[config.mk]
export PLATFORM = sky130hd
export DESIGN_NAME = strap_cfg_decode
export DESIGN_NICKNAME = d
export VERILOG_FILES = /design/src/rtl/strap_cfg_pkg.sv /design/src/rtl/strap_latch.sv /design/src/rtl/code_select.sv /design/src/rtl/enable_map.sv /design/src/rtl/readback_merge.sv /design/src/rtl/strap_cfg_decode.sv
export SDC_FILE = /design/constraint.sdc
export NUM_CORES = 1
export LEC_CHECK = 0
export BUFFER_PORTS_ARGS = -buffer_cell sky130_fd_sc_hd__buf_2
export CORE_ASPECT_RATIO = 0.9
export CORE_MARGIN = 2
export CORE_UTILIZATION = 40
export CTS_BUF_LIST = sky130_fd_sc_hd__clkbuf_4 sky130_fd_sc_hd__clkbuf_8
export DETAILED_ROUTE_END_ITERATION = 10
export GPL_ROUTABILITY_DRIVEN = 0
export PLACE_DENSITY = 0.86
export SYNTH_ARGS = -nofsm -noshare
export SYNTH_HDL_FRONTEND = slang
export SYNTH_SLANG_ARGS = --single-unit
[constraint.sdc]
create_clock -name clk -period 1.8 [get_ports clk]
set_clock_uncertainty 0.1 [all_clocks]
set_input_delay 0.36 -clock clk [delete_from_list [all_inputs] [get_ports clk]]
set_output_delay 0.36 -clock clk [all_outputs]
set_load 0.1 [all_outputs]
[src/rtl/strap_cfg_pkg.sv]
package strap_cfg_pkg;

  localparam int FS_W = 5;

  typedef struct packed {
    logic            mode;
    logic [FS_W-1:0] fs;
  } strap_t;

  // Software frequency field: byte 0 bit 2 is the MSB, bits 7..4 follow.
  function automatic logic [FS_W-1:0] sw_code(input logic [7:0] b0);
    return {b0[2], b0[7:4]};
  endfunction

  function automatic logic [7:0] merge_rb1(input logic [7:0] host, input strap_t s);
    logic [7:0] r;
    r    = host;
    r[7] = ~s.fs[2];
    r[6] = ~s.fs[4];
    return r;
  endfunction

  function automatic logic [7:0] merge_rb3(input logic [7:0] host, input strap_t s);
    logic [7:0] r;
    r    = host;
    r[7] = ~s.mode;
    r[6] = ~s.fs[0];
    return r;
  endfunction

  function automatic logic [7:0] merge_rb4(input logic [7:0] host, input strap_t s);
    logic [7:0] r;
    r    = host;
    r[3] = ~s.fs[1];
    r[1] = ~s.fs[3];
    return r;
  endfunction

endpackage

[src/rtl/strap_latch.sv]
module strap_latch #(
  parameter int W = 6
) (
  input  logic         clk,
  input  logic         por_active,
  input  logic [W-1:0] pins_in,
  output logic [W-1:0] latched,
  output logic         pad_drive_en
);

  // One capture flop per strap: it loads only inside the reset window.
  for (genvar i = 0; i < W; i++) begin : g_cap
    always_ff @(posedge clk) begin
      if (por_active) latched[i] <= pins_in[i];
    end
  end

  always_ff @(posedge clk) begin
    pad_drive_en <= !por_active;
  end

endmodule

[src/rtl/code_select.sv]
module code_select
  import strap_cfg_pkg::*;
(
  input  logic            clk,
  input  logic [7:0]      cfg_b0,
  input  logic [FS_W-1:0] strap_fs,
  output logic [FS_W-1:0] freq_code,
  output logic            spread_en,
  output logic            all_tristate,
  output logic            sw_sel
);

  logic [FS_W-1:0] code_next;

  assign sw_sel    = cfg_b0[3];
  assign code_next = sw_sel ? sw_code(cfg_b0) : strap_fs;

  always_ff @(posedge clk) begin
    freq_code    <= code_next;
    spread_en    <= cfg_b0[1];
    all_tristate <= cfg_b0[0];
  end

endmodule

[src/rtl/enable_map.sv]
module enable_map #(
  parameter int CPU_N     = 2,
  parameter int PCI_N     = 5,
  parameter int REF_N     = 2,
  parameter int SDR_GRP   = 3,
  parameter int SDR_PER   = 4,
  localparam int SDR_N    = SDR_GRP * SDR_PER
) (
  input  logic             clk,
  input  logic [7:0]       cfg_b1,
  input  logic [7:0]       cfg_b2,
  input  logic [7:0]       cfg_b3,
  input  logic [7:0]       cfg_b5,
  output logic [CPU_N-1:0] cpu_en,
  output logic             sdram_f_en,
  output logic [PCI_N-1:0] pci_en,
  output logic             pci_free_en,
  output logic [SDR_N-1:0] sdram_en,
  output logic             usb48_en,
  output logic             sio24_en,
  output logic [REF_N-1:0] ref_en,
  output logic             apic_en
);

  logic [SDR_N-1:0] sdram_next;

  // Each group bit of byte 3 fans out to its group of SDRAM clocks.
  for (genvar g = 0; g < SDR_GRP; g++) begin : g_grp
    for (genvar k = 0; k < SDR_PER; k++) begin : g_bit
      assign sdram_next[g*SDR_PER + k] = cfg_b3[g];
    end
  end

  always_ff @(posedge clk) begin
    cpu_en      <= cfg_b1[CPU_N-1:0];
    sdram_f_en  <= cfg_b1[3];
    pci_en      <= cfg_b2[PCI_N-1:0];
    pci_free_en <= cfg_b2[6];
    sdram_en    <= sdram_next;
    usb48_en    <= cfg_b3[5];
    sio24_en    <= cfg_b3[4];
    ref_en      <= cfg_b5[REF_N-1:0];
    apic_en     <= cfg_b5[4];
  end

  logic unused_bits;
  assign unused_bits = ^{cfg_b1, cfg_b2, cfg_b3, cfg_b5};

endmodule

[src/rtl/readback_merge.sv]
module readback_merge
  import strap_cfg_pkg::*;
(
  input  logic       clk,
  input  strap_t     strap,
  input  logic [7:0] cfg_b1,
  input  logic [7:0] cfg_b3,
  input  logic [7:0] cfg_b4,
  output logic [7:0] rb_b1,
  output logic [7:0] rb_b3,
  output logic [7:0] rb_b4,
  output logic       desktop_mode
);

  always_ff @(posedge clk) begin
    rb_b1        <= merge_rb1(cfg_b1, strap);
    rb_b3        <= merge_rb3(cfg_b3, strap);
    rb_b4        <= merge_rb4(cfg_b4, strap);
    desktop_mode <= strap.mode;
  end

endmodule

[src/rtl/strap_cfg_decode.sv]
module strap_cfg_decode
  import strap_cfg_pkg::*;
#(
  parameter int CPU_N   = 2,
  parameter int PCI_N   = 5,
  parameter int REF_N   = 2,
  parameter int SDR_GRP = 3,
  parameter int SDR_PER = 4,
  localparam int SDR_N  = SDR_GRP * SDR_PER,
  localparam int ST_W   = FS_W + 1
) (
  input  logic             clk,
  input  logic             por_active,
  input  logic [FS_W-1:0]  strap_fs_pin,
  input  logic             strap_mode_pin,
  input  logic [7:0]       cfg_b0,
  input  logic [7:0]       cfg_b1,
  input  logic [7:0]       cfg_b2,
  input  logic [7:0]       cfg_b3,
  input  logic [7:0]       cfg_b4,
  input  logic [7:0]       cfg_b5,
  output logic             pad_drive_en,
  output logic [FS_W-1:0]  freq_code,
  output logic             spread_en,
  output logic             all_tristate,
  output logic             desktop_mode,
  output logic [CPU_N-1:0] cpu_en,
  output logic             sdram_f_en,
  output logic [PCI_N-1:0] pci_en,
  output logic             pci_free_en,
  output logic [SDR_N-1:0] sdram_en,
  output logic             usb48_en,
  output logic             sio24_en,
  output logic [REF_N-1:0] ref_en,
  output logic             apic_en,
  output logic [7:0]       rb_b1,
  output logic [7:0]       rb_b3,
  output logic [7:0]       rb_b4
);

  strap_t          strap_q;
  logic [ST_W-1:0] strap_bits;
  logic [FS_W-1:0] strap_fs_w;
  logic            sw_sel_w;

  strap_latch #(.W(ST_W)) u_latch (
    .clk          (clk),
    .por_active   (por_active),
    .pins_in      ({strap_mode_pin, strap_fs_pin}),
    .latched      (strap_bits),
    .pad_drive_en (pad_drive_en)
  );

  assign strap_q    = strap_t'(strap_bits);
  assign strap_fs_w = strap_q.fs;

  code_select u_code (
    .clk          (clk),
    .cfg_b0       (cfg_b0),
    .strap_fs     (strap_fs_w),
    .freq_code    (freq_code),
    .spread_en    (spread_en),
    .all_tristate (all_tristate),
    .sw_sel       (sw_sel_w)
  );

  enable_map #(
    .CPU_N(CPU_N), .PCI_N(PCI_N), .REF_N(REF_N),
    .SDR_GRP(SDR_GRP), .SDR_PER(SDR_PER)
  ) u_en (
    .clk         (clk),
    .cfg_b1      (cfg_b1),
    .cfg_b2      (cfg_b2),
    .cfg_b3      (cfg_b3),
    .cfg_b5      (cfg_b5),
    .cpu_en      (cpu_en),
    .sdram_f_en  (sdram_f_en),
    .pci_en      (pci_en),
    .pci_free_en (pci_free_en),
    .sdram_en    (sdram_en),
    .usb48_en    (usb48_en),
    .sio24_en    (sio24_en),
    .ref_en      (ref_en),
    .apic_en     (apic_en)
  );

  readback_merge u_rb (
    .clk          (clk),
    .strap        (strap_q),
    .cfg_b1       (cfg_b1),
    .cfg_b3       (cfg_b3),
    .cfg_b4       (cfg_b4),
    .rb_b1        (rb_b1),
    .rb_b3        (rb_b3),
    .rb_b4        (rb_b4),
    .desktop_mode (desktop_mode)
  );

endmodule

Word-level counts from Yosys, hierarchy flattened
Index checks and enable logic that the tools add are counted.
Widths: inputs -> output; s select.
{"block": "totals", "wordCells": 31, "inputBits": 56, "register_bits": 62}
{"block": "classes", "mux": 1, "n_bitwise": 6, "reduce_logical": 1}
{"op": "$not 1->1", "count": 6}
{"op": "$mux 5", "count": 1}
{"op": "$logic_not 1->1", "count": 1}

Logic depth before layout (Yosys ltp)
{"block": "depth", "ltp_word": 1, "ltp_mapped": 1, "mapped_depth_nobuf": 1}

Hierarchy
Synthesis repeated with hierarchy kept, for this count alone.
{"block": "unflattened", "hier_cells": 78, "hier_area_um2": 1338.8}
{"module": "readback_merge", "seq_area_each_um2": 500.5, "n_inst": 1, "cells_per_inst": 31, "area_each_um2": 523.0}
{"module": "enable_map", "seq_area_each_um2": 340.3, "n_inst": 1, "cells_per_inst": 26, "area_each_um2": 407.9}
{"module": "code_select", "seq_area_each_um2": 140.1, "n_inst": 1, "cells_per_inst": 13, "area_each_um2": 203.9}
{"module": "strap_latch", "seq_area_each_um2": 200.2, "n_inst": 1, "cells_per_inst": 8, "area_each_um2": 203.9}

Worst setup path before layout
Ideal clock, no wire load.
{"block": "synth_timing", "kind": "reg2out", "startpoint": "register u_rb.rb_b3[0] (netlist name)", "endpoint": "output sdram_en[0]", "path_slack_ns": -0.070, "arrival_time_ns": 1.410, "path_stages_with_launch": 2, "required_time_ns": 1.340, "path_cell_list": "dfxtp_1 > buf_4"}
{"element": "to (decl)", "line": "strap_cfg_decode.sv:31", "source": "output logic [SDR_N-1:0] sdram_en,"}

==> metrics.md <==
| Metric | Value |
|---|---|
| Time the final worst path needs with I/O delays and setup | `1.66 ns` |
| Antenna violations before repair | `0` |
| DP Wirelength | `1.84 mm` |
| Average footprint of a synthesized cell | `16.0 µm²` |
| Critical-path cell with the highest stage delay | `buf_2` |
| Setup repair after global routing missed its margin | `no` |
| Number of buffers inserted during clock tree synthesis | `5` |
| Clock transition at path regs | `0.14 ns` |
| Critical path's top delay family | `buffers and inverters` |
| Total length of routed wires | `3.59 mm` |
| Cell area after synthesis | `1230 µm²` |
| Diode count | `0` |
| Total of flip-flops plus latches after synthesis | `48` |
| Relative max-transition margin | `0.665` |
| Top post-synthesis cells by count | `dfxtp_1, buf_4, inv_1` |
| Slew of the pin with the lowest slew margin | `0.505 ns` |
| Core Box Area | `3000 µm²` |
| Critical Setup Path Class | `reg2out` |
| Maximum number of pins on one net before global-route repair | `15` |
| Synthesized instance count | `77` |
| Via count of the first global-routing pass | `883` |
| Count of antenna-violating nets left after detailed routing | `0` |
| Proportion of register bits with asynchronous set or reset after synthesis | `0` |
| DRC errors left | `0` |
| Synthesis Warnings | `0` |
| Combined global-route utilization of all metal layers | `0.176` |
| Number of distinct library cells after synthesis | `5` |
| Port-buffer cells | `101` |
| Cell row count | `19` |
| Buf/Inv on CP | `1` |
| Run status | `finished clean` |
| Top cell type's share of synthesized area | `0.683` |
| Clock Tree Root | `clkbuf_4` |
| Maximum number of buffers from clock root to sink | `2` |
| Number of buffers inserted by post-CTS setup repair | `0` |
| LEAKAGE | `1.03 nW` |
| Main area contributors after synthesis | `dfxtp_1, edfxtp_1, buf_4` |
| Cell with the most instances after synthesis | `dfxtp_1` |
| Total power after layout | `0.00266 W` |
| Synth Net Count | `133` |
| Largest area contributor in the netlist | `dfxtp_1` |
| Final clock period utilization by the worst path | `0.925` |
| Number of setup violations in the final report | `0` |
| Share of layout cells above drive strength 1 | `0.622` |
| Final total negative setup slack | `0 ns` |
| Count of H-tree levels built during CTS | `2` |
| Starting density of the core | `0.411` |
| Die Span X | `62.5 µm` |
| Layout Nets | `251` |
| I/O pin count | `115` |
| Critical path capture point type | `primary output` |
| Required time worst endpoint | `1.34 ns` |
| Clock latency at the later pin of the worst-skew pair | `0.35 ns` |
| First-pass GRT wire length | `4.54 mm` |
| Overflow left after global routing | `0` |
| Area of the die | `3540 µm²` |
| Type of the worst min-delay path | `in2reg` |
| Worst VDD drop | `0.470 mV` |
| TritonCTS sink count | `48` |
| Power density cells | `1300 nW/µm²` |
| Via count normalized by instance count | `4.09` |
| Post-detailed-route wirelength per cell | `15.1 µm` |
| Max-capacitance violation count | `0` |
| Synthesis-to-layout area growth | `65.4%` |
| Detailed-route via count | `974` |
| Final hold viol count | `0` |
| Chip Height | `56.6 µm` |
| First-pass detailed-route iteration total | `2` |
| Post-synth EDFFs | `6` |
| Data arrival time at the worst-slack endpoint | `1.20 ns` |
| Dominant register cell in the synthesized netlist | `dfxtp_1` |
| Max Slew Vio Count | `0` |
| Largest fanout on the critical path | `5` |
| Worst path max stage delay | `0.45 ns` |
| Critical path startpoint category | `register` |
| Share of synthesized area occupied by flip-flops and latches | `0.829` |
| Clock tree from TritonCTS | `yes` |
| CP Cell Sequence | `buf_2` |
| Fmax achieved | `0.601 GHz` |
| Iter 0 DRT Violations | `30` |
## kinds of logic after synthesis
| group | Yosys count | synth area share |
|---|---|---|
| multiplexers | 5 | 0.0457 |
| buffers and inverters | 24 | 0.125 |
| flip-flops | 48 | 0.829 |
## placed cells by master (no fill, tap or decap)
| cell type | synthesis | layout |
|---|---|---|
| mux2_2 | 5 | 5 |
| dlygate4sd3_1 | 0 | 27 |
| inv_1 | 7 | 7 |
| edfxtp_1 | 6 | 6 |
| dfxtp_1 | 42 | 34 |
| dfxtp_2 | 0 | 8 |
| bufinv_16 | 0 | 1 |
| clkbuf_4 | 0 | 5 |
| clkbuf_8 | 0 | 2 |
| buf_2 | 0 | 101 |
## through the flow
step	setup slack (ns)	hold WS [ns]	util	cell area [µm²]	std cells
2_1_floorplan	0.287	0.248	-	1240	77
3_3_place_gp	0.586	0.257	0.558	1670	203
3_5_place_dp	0.574	0.263	0.558	1670	203
4_1_cts	0.174	0.000105	0.657	1970	231
5_1_grt	0.120	-0.00465	0.680	2040	238
6_report	0.135	0.00794	0.680	2040	238
## per-layer routing
layer,global-route usage,wire (µm),vias to the layer above
li1,-,-,456
met1,0.174,1230,464
met2,0.336,2110,50
met3,0.0481,204,4
met4,0.0857,37,0
met5,0,0,-
## worst paths after layout
kind	from	to	slack, ns	depth (start not counted)
hold reg to reg	u_latch.latched[5]	u_rb.desktop_mode	0.30	0
setup reg to reg	u_latch.latched[1]	u_code.freq_code[1]	0.89	1
hold / removal	cfg_b0[0]	u_code.all_tristate	0.008	1
setup / recovery	u_rb.rb_b3[1]	sdram_en[7]	0.14	1
## cell type report
type / instances / area [µm²]
Fill cell: 215 / 958
Sequential cell: 48 / 1030
Tap cell: 42 / 52.6
Inverter: 7 / 26.3
Clock buffer: 7 / 65.1
Timing Repair Buffer: 128 / 776
Clock inverter: 1 / 30.0
Multi-Input combinational cell: 5 / 56.3
## registers in the layout (all words and copies together), names as in the netlist, 2 cells and up
| name | cells |
|---|---|
| u_en.pci_en | 5 |
| u_code.freq_code | 5 |
| u_rb.rb_b4 | 8 |
| u_en.ref_en | 2 |
| u_rb.rb_b3 | 8 |
| u_rb.rb_b1 | 8 |
| u_latch.latched | 6 |
## repair_timing
item	in CTS	in global routing
hold endpoints to repair	20	7
resized for setup	0	0
hold buffers	20	7
## power by group
group | internal, W | switching, W | total, W
Combinational | 0.000131 | 0.000642 | 0.000773
Sequential | 0.00116 | 0.0000273 | 0.00118
Clock | 0.000369 | 0.000330 | 0.000699
Total | 0.00166 | 0.000999 | 0.00266
Power figures use the tool's default switching activity.
